`config.mk`:
```
export PLATFORM = sky130hd
export DESIGN_NAME = irq_ctrl
export DESIGN_NICKNAME = d
export VERILOG_FILES = /design/src/rtl/irq_pkg.sv /design/src/rtl/irq_src_cell.sv /design/src/rtl/irq_resolver.sv /design/src/rtl/irq_ctrl.sv
export SDC_FILE = /design/constraint.sdc
export NUM_CORES = 1
export LEC_CHECK = 0
export ABC_AREA = 0
export BUFFER_PORTS_ARGS = -buffer_cell sky130_fd_sc_hd__buf_2
export CAP_MARGIN = 20
export CORE_MARGIN = 1.5
export CORE_UTILIZATION = 58
export CTS_BUF_LIST = sky130_fd_sc_hd__clkbuf_8
export DETAILED_ROUTE_END_ITERATION = 10
export PLACE_DENSITY = 0.86
export SYNTH_ARGS = -nofsm -noshare
export SYNTH_HDL_FRONTEND = slang
export SYNTH_SLANG_ARGS = --single-unit
```
`constraint.sdc`:
```
create_clock -name clk -period 6.5 [get_ports clk]
set_clock_uncertainty 0.15 [all_clocks]
set_input_delay 0.65 -clock clk [delete_from_list [all_inputs] [get_ports clk]]
set_output_delay 0.65 -clock clk [all_outputs]
set_load 0.1 [all_outputs]
```
`src/rtl/irq_pkg.sv`:
```
package irq_pkg;
    localparam int LVL_W    = 3;
    localparam int WORD_W   = 16;
    localparam int SLOT_W   = 8;
    localparam int FLAG_BIT = 3;
    localparam int LVL_LSB  = 5;

    typedef logic [LVL_W-1:0] lvl_t;
    localparam lvl_t LVL_OFF = 3'd7;

    typedef struct packed {
        logic pend;
        lvl_t lvl;
    } src_stat_t;

    function automatic logic slot_flag(input logic [WORD_W-1:0] w, input int slot);
        return w[slot*SLOT_W + FLAG_BIT];
    endfunction

    function automatic lvl_t slot_lvl(input logic [WORD_W-1:0] w, input int slot);
        return w[slot*SLOT_W + LVL_LSB +: LVL_W];
    endfunction

    function automatic logic [SLOT_W-1:0] pack_slot(input logic flag, input lvl_t lvl);
        return {lvl, 1'b0, flag, 3'b000};
    endfunction
endpackage

```
`src/rtl/irq_src_cell.sv`:
```
module irq_src_cell
    import irq_pkg::*;
#(
    parameter bit LEVEL_TYPE = 1'b0
) (
    input  logic      clk,
    input  logic      rst,
    input  logic      req,
    input  logic      wr_en,
    input  logic      wr_flag,
    input  lvl_t      wr_lvl,
    input  logic      vec_clr,
    output logic      flag,
    output lvl_t      lvl,
    output src_stat_t stat
);
    lvl_t lvl_q;

    always_ff @(posedge clk) begin
        if (rst)        lvl_q <= LVL_OFF;
        else if (wr_en) lvl_q <= wr_lvl;
    end

    generate
        if (LEVEL_TYPE) begin : g_level
            logic unused_ins;
            assign unused_ins = wr_flag ^ vec_clr;
            assign flag = req;
        end else begin : g_edge
            logic flag_q;
            always_ff @(posedge clk) begin
                if (rst)          flag_q <= 1'b0;
                else if (req)     flag_q <= 1'b1;
                else if (wr_en)   flag_q <= wr_flag;
                else if (vec_clr) flag_q <= 1'b0;
            end
            assign flag = flag_q;

            p_edge_set_r5: assert property (@(posedge clk) disable iff (rst)
                req |=> flag_q);
        end
    endgenerate

    assign lvl  = lvl_q;
    assign stat = '{pend: flag, lvl: lvl_q};

    p_lvl_reset_r1: assert property (@(posedge clk) rst |=> (lvl_q == LVL_OFF));
endmodule

```
`src/rtl/irq_resolver.sv`:
```
module irq_resolver
    import irq_pkg::*;
#(
    parameter int N  = 8,
    localparam int IW = (N > 1) ? $clog2(N) : 1
) (
    input  src_stat_t         stat [N],
    output logic              win_valid,
    output logic [IW-1:0]     win_idx,
    output lvl_t              win_lvl
);
    always_comb begin
        win_valid = 1'b0;
        win_idx   = '0;
        win_lvl   = LVL_OFF;
        for (int i = 0; i < N; i++) begin
            if (stat[i].pend && (stat[i].lvl < win_lvl)) begin
                win_valid = 1'b1;
                win_idx   = IW'(i);
                win_lvl   = stat[i].lvl;
            end
        end
    end
endmodule

```
`src/rtl/irq_ctrl.sv`:
```
module irq_ctrl
    import irq_pkg::*;
#(
    parameter int NUM_WORDS = 4,
    parameter logic [2*NUM_WORDS-1:0] LEVEL_SRC = 8'hC0,
    localparam int N  = 2 * NUM_WORDS,
    localparam int AW = (NUM_WORDS > 1) ? $clog2(NUM_WORDS) : 1,
    localparam int IW = (N > 1) ? $clog2(N) : 1
) (
    input  logic              clk,
    input  logic              rst,
    input  logic [N-1:0]      src_req,
    input  logic              reg_wr,
    input  logic [AW-1:0]     reg_addr,
    input  logic [15:0]       reg_wdata,
    output logic [15:0]       reg_rdata,
    input  logic              mask_wr,
    input  logic [2:0]        mask_wdata,
    input  logic              vec_rd,
    output logic [IW-1:0]     vec_idx,
    output logic              cpu_irq
);
    src_stat_t     stat [N];
    logic [N-1:0]  flag;
    lvl_t          lvl [N];
    logic [15:0]   word_rd [NUM_WORDS];
    logic          win_valid;
    logic [IW-1:0] win_idx;
    lvl_t          win_lvl;
    lvl_t          mask_q;
    logic          irq_q;
    logic          accept;

    logic unused_wbits;
    assign unused_wbits = ^{reg_wdata[12], reg_wdata[10:8], reg_wdata[4], reg_wdata[2:0]};

    for (genvar w = 0; w < NUM_WORDS; w++) begin : g_word
        logic wsel;
        assign wsel = reg_wr && (reg_addr == AW'(w));
        for (genvar s = 0; s < 2; s++) begin : g_slot
            localparam int IDX = 2*w + s;
            irq_src_cell #(.LEVEL_TYPE(LEVEL_SRC[IDX])) u_cell (
                .clk     (clk),
                .rst     (rst),
                .req     (src_req[IDX]),
                .wr_en   (wsel),
                .wr_flag (slot_flag(reg_wdata, s)),
                .wr_lvl  (slot_lvl(reg_wdata, s)),
                .vec_clr (vec_rd && win_valid && (win_idx == IW'(IDX))),
                .flag    (flag[IDX]),
                .lvl     (lvl[IDX]),
                .stat    (stat[IDX])
            );
        end
        assign word_rd[w] = {pack_slot(flag[2*w+1], lvl[2*w+1]),
                             pack_slot(flag[2*w],   lvl[2*w])};
    end

    irq_resolver #(.N(N)) u_res (
        .stat      (stat),
        .win_valid (win_valid),
        .win_idx   (win_idx),
        .win_lvl   (win_lvl)
    );

    assign accept = win_valid && (mask_q > win_lvl);

    always_ff @(posedge clk) begin
        if (rst)          mask_q <= '0;
        else if (mask_wr) mask_q <= mask_wdata;
    end

    always_ff @(posedge clk) begin
        if (rst)                   irq_q <= 1'b0;
        else if (vec_rd || mask_wr) irq_q <= 1'b0;
        else if (accept)           irq_q <= 1'b1;
    end

    assign reg_rdata = word_rd[reg_addr];
    assign vec_idx   = win_idx;
    assign cpu_irq   = irq_q;

    p_win_enabled_r2: assert property (@(posedge clk) disable iff (rst)
        win_valid |-> (win_lvl != LVL_OFF));

    p_irq_cause_r3: assert property (@(posedge clk) disable iff (rst)
        $rose(irq_q) |-> $past(win_valid && (mask_q > win_lvl)));

    p_irq_drop_r8: assert property (@(posedge clk) disable iff (rst)
        (vec_rd || mask_wr) |=> !irq_q);
endmodule

```
# Yosys cells after proc, flatten, opt, wreduce, memory -nomap -nowiden
# Cells that the tools add are included.
[totals]
ff_bits = 34
in_bits = 34
output_inout_bits = 20
word_cells = 109
[op_classes]
magnitude_cmp = 10
n_eq_ne = 8
n_mux = 44
bitwise = 1
n_reduce_logical = 30
[ops]
columns = ["op", "n"]
rows = [
  ["3-bit two-way mux", 12],
  ["16-bit binary-select mux with 2-bit select", 1],
  ["16-bit two-way mux", 2],
  ["1-bit two-way mux", 27],
  ["3-bit < comparator", 7],
  ["1-bit logical AND", 20],
  ["3-bit nonzero test", 6],
  ["3-bit by 2-bit == test with 1-bit output, second input constant", 2],
  ["3-bit == test, second input constant", 2],
  ["2-bit == test, second input constant", 2],
  ["2-bit two-way mux", 2],
  ["3-bit by 1-bit == test with 1-bit output, second input constant", 1],
  ["3-bit greater-or-equal comparator, second input constant", 1],
  ["3-bit greater-than comparator", 1],
  ["3-bit zero test", 1],
  ["3-bit < comparator, second input constant", 1],
  ["2-bit NOT with 3-bit output", 1],
  ["2-bit by 1-bit == test with 1-bit output, second input constant", 1],
  ["2-bit zero test", 1],
  ["2-bit OR reduction", 1],
  ["1-bit logical OR", 1],
]

# Logic depth before layout (Yosys ltp)
[logic_depth]
depth_word = 29
ltp_mapped = 22
depth_no_buf = 21

# Cells and area by module
# A second synthesis with hierarchy kept.
[unflattened]
hier_cells = 360
hier_area_um2 = 3109.2
[by_module_without_submodules]
columns = ["module", "n_inst", "cells_per_inst", "area_per_inst_um2", "seq_area_each_um2"]
rows = [
  ["irq_resolver", 1, 170, 1158.6, 0.0],
  ["irq_src_cell (g_word[0].g_slot[0].u_cell ...)", 6, 17, 181.4, 80.1],
  ["irq_ctrl", 1, 60, 576.8, 80.1],
  ["irq_src_cell (g_word[3].g_slot[0].u_cell ...)", 2, 14, 142.6, 60.1],
]

# Least setup slack after synthesis
# OpenSTA, ideal clock, no wires.
[synth_timing]
path_kind = "reg-to-output"
startpoint = "register g_word[0].g_slot[0].u_cell.lvl_q[1]"
endpoint = "output vec_idx[0]"
arrival_time_ns = 4.553
t_required_ns = 5.700
slack_ns = 1.147
path_stages_with_launch = 13
n_path_buf = 0
path_cell_list = "dfxtp_1 nor2b_1 o22ai_2 o311ai_4 nand2_2 and4_1 nor3_1 nor2_1 a211oi_2 a211oi_2 o211ai_1 nand2_1 o21ai_0"
[synth_between]
elab_chain_cells = 24
word_cells_on_any_way = 30
classes_between = "8 x order compare; 14 x mux; 8 x reduce/logical"
[synth_rtl]
columns = ["item", "line_no", "rtl"]
rows = [
  ["start: declaration", "irq_src_cell.sv:17", "lvl_t lvl_q;"],
  ["start signal: assignment", "irq_src_cell.sv:21", "else if (wr_en) lvl_q <= wr_lvl;"],
  ["3-bit < comparator", "irq_resolver.sv:17", "if (stat[i].pend && (stat[i].lvl < win_lvl)) begin"],
  ["1-bit logical AND", "irq_resolver.sv:17", ""],
  ["3-bit two-way mux *", "irq_resolver.sv:17", ""],
  ["3-bit < comparator", "irq_resolver.sv:17", ""],
  ["1-bit logical AND", "irq_resolver.sv:17", ""],
  ["3-bit two-way mux", "irq_resolver.sv:17", ""],
  ["3-bit < comparator", "irq_resolver.sv:17", ""],
  ["1-bit logical AND", "irq_resolver.sv:17", ""],
  ["(+8 left out)", "--", ""],
  ["1-bit logical AND", "irq_resolver.sv:17", ""],
  ["3-bit two-way mux", "irq_resolver.sv:17", ""],
  ["3-bit < comparator", "irq_resolver.sv:17", ""],
  ["1-bit logical AND", "irq_resolver.sv:17", ""],
  ["3-bit two-way mux", "irq_resolver.sv:17", ""],
  ["3-bit < comparator", "irq_resolver.sv:17", ""],
  ["1-bit logical AND", "irq_resolver.sv:17", ""],
  ["3-bit two-way mux *", "irq_resolver.sv:17", ""],
  ["end: declaration", "irq_ctrl.sv:20", "output logic [IW-1:0] vec_idx,"],
]
# Mark *: on every way between the ends. The rest lies on a longest branch, timed or not.

# Worst setup path in the final report
[layout_timing]
startpoint = "register g_word[0].g_slot[0].u_cell.g_edge.flag_q"
endpoint = "output vec_idx[1]"
[layout_between]
elab_chain_cells = 23
word_cells_on_any_way = 28
classes_between = "7 x order compare; 13 x mux; 8 x reduce/logical"
[layout_rtl]
columns = ["item", "line_no", "rtl"]
rows = [
  ["start: declaration", "irq_src_cell.sv:30", "logic flag_q;"],
  ["start signal: assignment", "irq_src_cell.sv:34", "else if (wr_en) flag_q <= wr_flag;"],
  ["1-bit logical AND *", "irq_resolver.sv:17", ""],
  ["3-bit two-way mux *", "irq_resolver.sv:17", ""],
  ["3-bit < comparator", "irq_resolver.sv:17", ""],
  ["1-bit logical AND", "irq_resolver.sv:17", ""],
  ["3-bit two-way mux *", "irq_resolver.sv:17", ""],
  ["3-bit < comparator", "irq_resolver.sv:17", ""],
  ["1-bit logical AND", "irq_resolver.sv:17", ""],
  ["3-bit two-way mux", "irq_resolver.sv:17", ""],
  ["(+7 left out)", "--", ""],
  ["1-bit logical AND", "irq_resolver.sv:17", ""],
  ["3-bit two-way mux", "irq_resolver.sv:17", ""],
  ["3-bit < comparator", "irq_resolver.sv:17", ""],
  ["1-bit logical AND", "irq_resolver.sv:17", ""],
  ["3-bit two-way mux", "irq_resolver.sv:17", ""],
  ["3-bit < comparator", "irq_resolver.sv:17", ""],
  ["1-bit logical AND", "irq_resolver.sv:17", ""],
  ["3-bit two-way mux *", "irq_resolver.sv:17", ""],
]
# Marks and branches as above.

==> impl_metrics.csv <==
group,metric,value,unit
critical_path,r2r_setup_slack,0.86,ns
clock_network,ctsHoldBuffers,0,
synth,synth-edff-count,0,
grt,grt_pass1_vias,2775,
synth,ys_ff_latch,34,
synth,syn_area,2900,um2
placement,dpl.hpwl,6520,um
status,outcome,"complete, no violations",
synth,yosys_warnings,0,
cells_and_area,post-route-util,66.6,%
timing,period_share,92.4,%
power,powerDensity,217,nW/um2
timing,fin_crit,6.00,ns
power,switching_power,302,uW
flow_run,cap_violations,0,
clock_network,clkTransAtPathRegs,0.07,ns
synth,netlist.area_leader.share,23.4,%
floorplan,start_util,60.7,%
grt,grt_pass1_wl,13600,um
floorplan,io_pins,54,
routing,drt-initial-drc-count,254,
critical_path,r2r_end,"cpu_irq",
synth,ys_top_cells_by_area,"dfxtp_1 23%, mux4_2 6.2%, nand2_1 6.1%, a211o_1 6.0%, nor2b_1 4.5%",
timing,slew-limit-headroom,42.2,%
placement,port_buffers,37,
power,share_seq_of_total_power,35.4,%
power,total_power,690,uW
timing,maxSlewViolCount,0,
placement,place_congestion,0.929,
cells_and_area,nNetsFinal,436,
cells_and_area,area_growth_syn_to_layout,9.78,%
clock_network,htreeDepth,2,
min_path,hold_class,"flip-flop to flip-flop",
clock_network,cts_resized,0,
routing,ant_nets,0,
synth,ys_async_sr_fraction,0,%
critical_path,cp-start-kind,"flip-flop",
power,clockPowerShare,23.5,%
floorplan,die-width,73.7,um
power,p_sw_share,43.8,%
grt,grt_max_degree,37,
min_path,hold_start,"mask_q[2]",
grt,antenna_found_initial,0,
cells_and_area,layout_common_cells,"47 x nand2_1, 37 x buf_2, 34 x dfxtp_1",
cells_and_area,drive_gt1_share,18.3,%
critical_path,cp.arrival,5.20,ns
min_path,whs_endpoint,"mask_q[2]",
cells_and_area,instances_no_fill,465,
power,combPwrFrac,41.0,%
critical_path,end_kind,"primary output",
routing,drc_errors,0,
critical_path,worst_r2r_startpoint,"g_word[0].g_slot[0].u_cell.flag",
synth,synth-seq-area-share,23.4,%
power,peakVddDrop,219,uV
clock_network,cts_inserted_buffers,5,
power,p_int,388,uW
timing,worst_pin_slew,0.863,ns
synth,syn_avg_cell_area,7.91,um2
grt,track_usage,33.3,%
floorplan,fp.coreArea,4790,um2
routing,dr.pass1.iters,5,
cells_and_area,final_common_cell,"nand2_1",
clock_network,root_buffer,"clkbuf_8",
synth,netlist.top_cell.by_area,"dfxtp_1",
clock_network,cts_tree,"built",
floorplan,die_h,73.7,um
min_path,whs_path_depth,2,
clock_network,clockBufferDepth,2,
placement,placed_cells,457,
grt,overflow,0,
timing,setup_viol,0,
timing,max_freq,167,MHz
routing,wl,8560,um
clock_network,post_cts_buffers,0,
routing,vias_per_cell,6.66,
critical_path,reg2regPathDepth,21,
timing,finalHoldViolCount,0,
routing,wl_per_cell,18.4,um
clock_network,clk_latency,0.29,ns
synth,synth_ff_type,"dfxtp_1",
clock_network,cts_sinks,34,
timing,rsz0062_at_grt,"no",
power,p_leak,1.34,nW
cells_and_area,diodes,0,
floorplan,floorplan.rows,25,
synth,synthCells,367,
floorplan,dieArea,5440,um2
timing,tns,0,ns
synth,netlist-cell-type-count,71,
critical_path,path_class,"flip-flop to primary output",
critical_path,cp_max_fo,12,
critical_path,required,5.70,ns
routing,vias,3097,
worst max-delay path, stage by stage, from the launching register on:
cell and delay, ns:
dfxtp_1 0.54, nor2b_2 0.43, o22ai_2 0.16, o311ai_4 0.44, nand2_2 0.20, and4_1 0.25
nor3_1 0.32, o21ai_0 0.15, a22oi_1 0.51, a21oi_1 0.08, a2bb2oi_1 0.18, ha_1 0.26
a211oi_2 0.44, o21ai_0 0.21, nand2_1 0.11, a21oi_1 0.10, nand2_1 0.09, buf_2 0.42
registers in the layout, indices dropped and copies added, names as in the netlist:
| name | cells |
|---|---|
| g_word.g_slot.u_cell.flag | 6 |
| g_word.g_slot.u_cell.lvl | 24 |
| mask_q | 3 |
| cpu_irq | 1 |
synthesized netlist by cell type, drive strengths merged, types with 3 or more instances:
cell	number
and3	3
dfxtp	34
or2	3
o22ai	4
o211ai	5
buf	12
nor3	7
nand3b	8
nand2b	11
inv	13
a211o	20
and2	4
ha	5
o21ai	20
and3b	3
a21oi	16
maj3	3
nor2b	21
nand2	48
a211oi	9
nor2	33
nand4	5
nand3	6
a21boi	3
mux4	8
o21a	3
a31oi	3
mux2i	5
clkbuf	10
a21o	4
nor4	3
worst max path at each step:
stage,startpoint,endpoint,slack [ns],cells after the start
global placement,g_word[0].g_slot[0].u_cell.flag,vec_idx[2],0.78,17
global route,g_word[0].g_slot[0].u_cell.flag,vec_idx[2],0.22,17
CTS,g_word[0].g_slot[0].u_cell.flag,vec_idx[2],0.15,17
finish,g_word[0].g_slot[0].u_cell.flag,vec_idx[1],0.50,17
floorplan,g_word[0].g_slot[0].u_cell.lvl[1],vec_idx[0],1.15,12
detailed placement,g_word[0].g_slot[0].u_cell.flag,vec_idx[2],0.61,17
per-layer routing:
metal	global-route usage [%]	vias up	wire, um
met3	3.70	31	731
li1	-	1415	-
met5	0	-	0
met1	44.4	1464	3430
met4	15.4	0	352
met2	54.0	187	4040
kinds of logic (layout without fill, tap and decap cells):
kind of cell | Yosys count | after routing | synth area share (%)
simple gates | 165 | 165 | 29.7
compound gates | 110 | 110 | 29.4
buf+inv | 35 | 59 | 5.73
flops | 34 | 34 | 23.4
mux | 14 | 14 | 8.45
fa+ha+maj | 8 | 8 | 3.19
other cells | 1 | 8 | 0.129
power groups by stage:
stage	clock (mW)	combinational [mW]	sequential [mW]
CTS	0.162	0.279	0.243
detailed placement	0	0.277	0.248
global placement	0	0.271	0.247
finish	0.162	0.283	0.244
floorplan	0	0.235	0.237
global route	0.170	0.302	0.246
through the flow:
step,setup WS (ns),hold WS [ns],cell area [um2]
after floorplan,1.15,0.310,2930
after global placement,0.784,0.330,3090
after detailed placement,0.606,0.341,3090
after CTS,0.152,0.360,3180
after global routing,0.223,0.383,3190
final,0.496,0.355,3190
area by class of cell:
| cell class | count | area (um2) |
|---|---|---|
| clock buffers | 6 | 82.6 |
| flip-flops and latches | 34 | 681 |
| multi-input cells | 305 | 2090 |
| fillers | 401 | 1600 |
| well taps | 67 | 83.8 |
| repair buffers | 38 | 193 |
| inverters | 13 | 48.8 |
| clock inverters | 2 | 8.76 |
(Power assumes the default switching activity.)
